[config.mk]
export PLATFORM = sky130hd
export DESIGN_NAME = cond_seq_expander
export DESIGN_NICKNAME = d
export VERILOG_FILES = /design/src/rtl/cseq_pkg.sv /design/src/rtl/cseq_alu_sel.sv /design/src/rtl/cseq_plan.sv /design/src/rtl/cseq_emit.sv /design/src/rtl/cond_seq_expander.sv
export SDC_FILE = /design/constraint.sdc
export NUM_CORES = 1
export LEC_CHECK = 0
export BUFFER_PORTS_ARGS = -buffer_cell sky130_fd_sc_hd__buf_2
export CAP_MARGIN = 20
export CORE_AREA = 2 2 74 76
export CTS_CLUSTER_SIZE = 12
export DETAILED_ROUTE_END_ITERATION = 8
export DIE_AREA = 0 0 76 78
export HOLD_SLACK_MARGIN = 0.15
export MAX_ROUTING_LAYER = met4
export PLACE_DENSITY = 0.8
export SYNTH_ARGS = -nofsm -noshare
export SYNTH_HDL_FRONTEND = slang
export SYNTH_SLANG_ARGS = --single-unit
[constraint.sdc]
create_clock -name clk -period 4.05 [get_ports clk]
set_clock_uncertainty 0.1 [all_clocks]
set_input_delay 0.81 -clock clk [delete_from_list [all_inputs] [get_ports clk]]
set_output_delay 0.81 -clock clk [all_outputs]
set_load 0.005 [all_outputs]
[src/rtl/cseq_pkg.sv]
`timescale 1ns/1ps
package cseq_pkg;
  localparam int ILEN      = 32;
  localparam int RIDX_W    = 5;
  localparam int MAX_WORDS = 3;
  localparam int IDX_W     = $clog2(MAX_WORDS);
  localparam int OP_W      = 3;

  localparam logic [OP_W-1:0] OP_ADD = 3'd0;
  localparam logic [OP_W-1:0] OP_SUB = 3'd1;
  localparam logic [OP_W-1:0] OP_OR  = 3'd2;
  localparam logic [OP_W-1:0] OP_XOR = 3'd3;
  localparam logic [OP_W-1:0] OP_AND = 3'd4;
  localparam logic [OP_W-1:0] OP_SEL = 3'd5;

  localparam logic [6:0] OPC_REG  = 7'h33;
  localparam logic [6:0] F7_PLAIN = 7'h00;
  localparam logic [6:0] F7_NEG   = 7'h20;
  localparam logic [6:0] F7_CZ    = 7'h07;
  localparam logic [2:0] F3_ADD   = 3'b000;
  localparam logic [2:0] F3_XOR   = 3'b100;
  localparam logic [2:0] F3_OR    = 3'b110;
  localparam logic [2:0] F3_AND   = 3'b111;
  localparam logic [2:0] F3_CZ_EQ = 3'b101;
  localparam logic [2:0] F3_CZ_NE = 3'b111;

  typedef logic [ILEN-1:0]   word_t;
  typedef logic [RIDX_W-1:0] ridx_t;

  function automatic word_t rtype(input logic [6:0] f7, input ridx_t b,
                                  input ridx_t a, input logic [2:0] f3,
                                  input ridx_t d);
    return {f7, b, a, f3, d, OPC_REG};
  endfunction

  // zero_if_nz = 1 : result is zero when the condition is nonzero
  function automatic word_t czero(input logic zero_if_nz, input ridx_t d,
                                  input ridx_t val, input ridx_t cnd);
    return rtype(F7_CZ, cnd, val, zero_if_nz ? F3_CZ_NE : F3_CZ_EQ, d);
  endfunction
endpackage

[src/rtl/cseq_alu_sel.sv]
`timescale 1ns/1ps
module cseq_alu_sel
  import cseq_pkg::*;
(
  input  logic [OP_W-1:0] op,
  output logic [6:0]      f7,
  output logic [2:0]      f3
);
  always_comb begin
    f7 = F7_PLAIN;
    f3 = F3_ADD;
    case (op)
      OP_SUB: f7 = F7_NEG;
      OP_OR:  f3 = F3_OR;
      OP_XOR: f3 = F3_XOR;
      default: ;
    endcase
  end
endmodule

[src/rtl/cseq_plan.sv]
`timescale 1ns/1ps
module cseq_plan
  import cseq_pkg::*;
(
  input  logic [OP_W-1:0]                op,
  input  logic                           nz,
  input  ridx_t                          rd,
  input  ridx_t                          rs1,
  input  ridx_t                          rs2,
  input  ridx_t                          rc,
  input  ridx_t                          tmp,
  output logic [MAX_WORDS-1:0][ILEN-1:0] words,
  output logic [IDX_W-1:0]               last_idx,
  output logic                           ok
);
  logic [6:0] alu_f7;
  logic [2:0] alu_f3;

  cseq_alu_sel u_alu (.op(op), .f7(alu_f7), .f3(alu_f3));

  always_comb begin
    words    = '0;
    last_idx = IDX_W'(1);
    ok       = 1'b1;
    case (op)
      OP_ADD, OP_SUB, OP_OR, OP_XOR: begin
        // if-zero keeps rs2 only when rc == 0: zero it when rc is nonzero
        words[0] = czero(!nz, rd, rs2, rc);
        words[1] = rtype(alu_f7, rd, rs1, alu_f3, rd);
      end
      OP_AND: begin
        words[0] = rtype(F7_PLAIN, rs2, rs1, F3_AND, rd);
        words[1] = czero(nz, tmp, rs1, rc);
        words[2] = rtype(F7_PLAIN, tmp, rd, F3_OR, rd);
        last_idx = IDX_W'(2);
      end
      OP_SEL: begin
        words[0] = czero(!nz, rd, rs1, rc);
        words[1] = czero(nz, tmp, rs2, rc);
        words[2] = rtype(F7_PLAIN, tmp, rd, F3_OR, rd);
        last_idx = IDX_W'(2);
      end
      default: ok = 1'b0;
    endcase
  end
endmodule

[src/rtl/cseq_emit.sv]
`timescale 1ns/1ps
module cseq_emit
  import cseq_pkg::*;
(
  input  logic                           clk,
  input  logic                           rst_n,
  input  logic                           take,
  input  logic                           good,
  input  logic [MAX_WORDS-1:0][ILEN-1:0] words_in,
  input  logic [IDX_W-1:0]               last_in,
  output logic                           busy,
  output logic                           err,
  input  logic                           out_ready,
  output word_t                          out_word,
  output logic [IDX_W-1:0]               out_idx,
  output logic                           out_last
);
  logic [MAX_WORDS-1:0][ILEN-1:0] hold_q;
  logic [IDX_W-1:0]               idx_q, last_q;
  logic                           busy_q, err_q;
  logic                           load, at_end;

  assign load   = take && good;
  assign at_end = (idx_q == last_q);

  for (genvar g = 0; g < MAX_WORDS; g++) begin : g_hold
    always_ff @(posedge clk or negedge rst_n) begin
      if (!rst_n)    hold_q[g] <= '0;
      else if (load) hold_q[g] <= words_in[g];
    end
  end

  always_ff @(posedge clk or negedge rst_n) begin
    if (!rst_n) begin
      busy_q <= 1'b0;
      idx_q  <= '0;
      last_q <= '0;
      err_q  <= 1'b0;
    end else begin
      err_q <= take && !good;
      if (load) begin
        busy_q <= 1'b1;
        idx_q  <= '0;
        last_q <= last_in;
      end else if (busy_q && out_ready) begin
        if (at_end) busy_q <= 1'b0;
        else        idx_q  <= idx_q + IDX_W'(1);
      end
    end
  end

  always_comb begin
    out_word = hold_q[0];
    for (int i = 1; i < MAX_WORDS; i++)
      if (idx_q == IDX_W'(i)) out_word = hold_q[i];
  end

  assign busy     = busy_q;
  assign err      = err_q;
  assign out_idx  = idx_q;
  assign out_last = busy_q && at_end;
endmodule

[src/rtl/cond_seq_expander.sv]
`timescale 1ns/1ps
module cond_seq_expander
  import cseq_pkg::*;
(
  input  logic              clk,
  input  logic              rst_n,
  input  logic              req_valid,
  output logic              req_ready,
  input  logic [OP_W-1:0]   req_op,
  input  logic              req_nz,
  input  logic [RIDX_W-1:0] req_rd,
  input  logic [RIDX_W-1:0] req_rs1,
  input  logic [RIDX_W-1:0] req_rs2,
  input  logic [RIDX_W-1:0] req_rc,
  input  logic [RIDX_W-1:0] req_tmp,
  output logic              req_err,
  output logic              out_valid,
  input  logic              out_ready,
  output logic [ILEN-1:0]   out_word,
  output logic [IDX_W-1:0]  out_idx,
  output logic              out_last
);
  logic [MAX_WORDS-1:0][ILEN-1:0] plan_words;
  logic [IDX_W-1:0]               plan_last;
  logic                           plan_ok, busy, take;

  assign req_ready = !busy;
  assign take      = req_valid && req_ready;
  assign out_valid = busy;

  cseq_plan u_plan (
    .op(req_op), .nz(req_nz), .rd(req_rd), .rs1(req_rs1), .rs2(req_rs2),
    .rc(req_rc), .tmp(req_tmp), .words(plan_words), .last_idx(plan_last),
    .ok(plan_ok)
  );

  cseq_emit u_emit (
    .clk(clk), .rst_n(rst_n), .take(take), .good(plan_ok),
    .words_in(plan_words), .last_in(plan_last), .busy(busy), .err(req_err),
    .out_ready(out_ready), .out_word(out_word), .out_idx(out_idx),
    .out_last(out_last)
  );
endmodule

==> metrics <==
first-pass GRT wire length=12200 microns; CP startpoint kind=flip-flop; most frequent cells in the layout=buf_2 (64), nand2_1 (57), dfrtp_1 (53); Area Growth Syn to Fin=13.7%; pwr dens=729 mW/mm^2; # IOs=71; die height=78 microns; final period utilization=0.806; antenna-violating nets left=0; Final min period=3.26 ns; clk slew on worst S/H paths=0.09 ns; initial antenna violation count=0; Cell Rows=26; Slew @ Worst Pin=0.938 ns; port bufs=64; #FFs+latches synth=53; relative slew slack=0.374; gpl congestion=0.867; drt drc=0; Starting Density=0.578; Gate power share=0.474; Syn Std Cell Area=0.00292 sq mm; unrepaired setup endpoints after global routing=no; fill count=438; WL/cell=15.7 microns; routed vias=2546; Synth cell types=32; worst-skew pair later-pin latency=0.30 ns; vias in the first global route=2413; yosys synthesis warning count=0; Post-CTS Hold Buffers=0; crit-path max FO=21; CTS tree=built; largest cells by area after synthesis=dfrtp_1 (45%), nand2_1 (7.3%), a21oi_1 (5.3%); Internal=0.00147 W; CP arrival=2.35 ns; final layout net count=423; crit path kind=flip-flop to output port; Max H-tree Level=2; Max Buffers Root-to-Sink=2; Post-CTS Setup Inserts=0; Antenna Cells=0; Std-Cell Core Area=0.00504 sq mm; Die Wd=76 microns; initial drt markers=227; Setup crit end kind=output port; Clock Power Share=0.154; syn avg cell area=8.73 sq um; largest net degree at the start of global routing=44; all-layer global routing usage=0.264; commonest non-fill, non-tap cell in the layout=buf_2; post-synth top area share=0.455; dpl hpwl=5050 microns; Hold WC Path Type=flip-flop to flip-flop; full die area=0.00593 sq mm; cell taking the most area after synthesis=dfrtp_1; CTS buffer count=5; Post-Route Setup TNS=0 ns; total power=0.00242 W; CTS Sinks=53; sequential share of power=0.373; maxcap violations=0; max-slew violations=0; switching pwr=0.000951 W; status=finished, final reports clean; CTS Root Cell=clkbuf_8; Final Setup Violations=0; fmax=0.306 GHz; sw frac=0.393; endpoints failing hold=0; Syn Inst Count=334; vias per std cell=5.58; detailed-route wire length=7170 microns; leakage power=1.62 nW; post_cts resized=0; Req. time, crit path=3.14 ns; share of layout cells above drive strength 1=0.236; 1st-pass router iterations=4; sequential area share after synthesis=0.455; peak supply drop=304 uV; final global-route overflow total=0
-- state kept, by name (all words and copies together), names as in the netlist --
| signal | count |
|---|---|
| u_emit.hold_q | 48 |
| u_emit.out_idx | 2 |
| u_emit.busy | 1 |
| u_emit.err | 1 |
| u_emit.last_q | 1 |
-- cell families after synthesis --
kind of cell | after synthesis | synth area share
other cells | 1 | 0.00129
xor+xnor | 2 | 0.00601
compound gates | 82 | 0.184
fa+ha+maj | 5 | 0.0215
buf+inv | 38 | 0.0781
flops | 53 | 0.455
simple gates | 146 | 0.230
mux | 7 | 0.0245
-- cells in the mapped netlist (all sizes together) --
cell type / number
mux2i: 6
a21oi: 31
nor2b: 24
o31ai: 1
nand2: 58
a32oi: 5
ha: 5
buf: 26
a221oi: 6
dfrtp: 53
clkinv: 1
a21o: 2
inv: 4
clkbuf: 7
nand3: 16
nor2: 37
a211oi: 12
and3: 3
o21ai: 24
nor3b: 2
mux2: 1
conb: 1
xnor2: 2
and3b: 1
a31oi: 1
nand2b: 4
or3b: 1
-- through the flow --
step	area [sq um]	hold slack (ns)	setup WS (ns)	utilization	std cells
finish	3320	0.367	0.786	0.658	456
global route	3320	0.382	0.623	0.658	456
CTS	3320	0.369	0.780	0.658	456
detailed placement	3200	0.349	1.12	0.635	448
global placement	3200	0.343	1.15	0.635	448
floorplan	2940	0.330	1.63	-	339
-- power by group through the flow --
stage | Clock [W] | Sequential, W | Combinational, W
2_1_floorplan | 0 | 0.000870 | 0.000782
6_report | 0.000372 | 0.000901 | 0.00115
3_3_place_gp | 0 | 0.000899 | 0.00111
3_5_place_dp | 0 | 0.000910 | 0.00115
4_1_cts | 0.000376 | 0.000899 | 0.00115
5_1_grt | 0.000400 | 0.000927 | 0.00130
-- per-layer routing --
layer  vias to the layer above  routed length [microns]  track usage
met5                         -                        0            -
met2                        95                     3450        0.429
met3                         2                      509       0.0349
li1                       1222                        -            -
met1                      1227                     3180        0.364
met4                         0                       27       0.0509
-- worst max-delay path, cell delays in order, from the launching register on --
cell and delay (ns):
dfrtp_1 0.42, inv_1 0.09, ha_1 0.71, buf_4 0.28
nor2b_1 0.05, a211oi_1 0.28, nor2_1 0.08, buf_2 0.13
-- worst paths after layout --
path                       depth (start not counted)               from  slack (ns)                 to
setup / recovery                                   7  u_emit.out_idx[1]        0.79       out_word[15]
hold / removal                                     2   u_emit.hold_q[7]        0.37   u_emit.hold_q[7]
setup reg to reg                                   4        u_emit.busy        1.98   u_emit.last_q[0]
hold reg to reg                                    2   u_emit.hold_q[7]        0.37   u_emit.hold_q[7]
max in group asynchronous                          2              rst_n        2.64  u_emit.hold_q[82]
min in group asynchronous                          1              rst_n        0.42  u_emit.hold_q[79]
-- layout make-up --
type / count / area [sq um] / area share
Sequential cell: 53 / 1330 / 0.400
Timing Repair Buffer: 72 / 380 / 0.115
Tap cell: 70 / 87.6 / 0.0264
Multi-Input combinational cell: 248 / 1390 / 0.418
Clock inverter: 1 / 30.0 / 0.00905
Inverter: 5 / 18.8 / 0.00566
Clock buffer: 7 / 86.3 / 0.0260
Note: power is estimated with default switching activity, not from simulation.
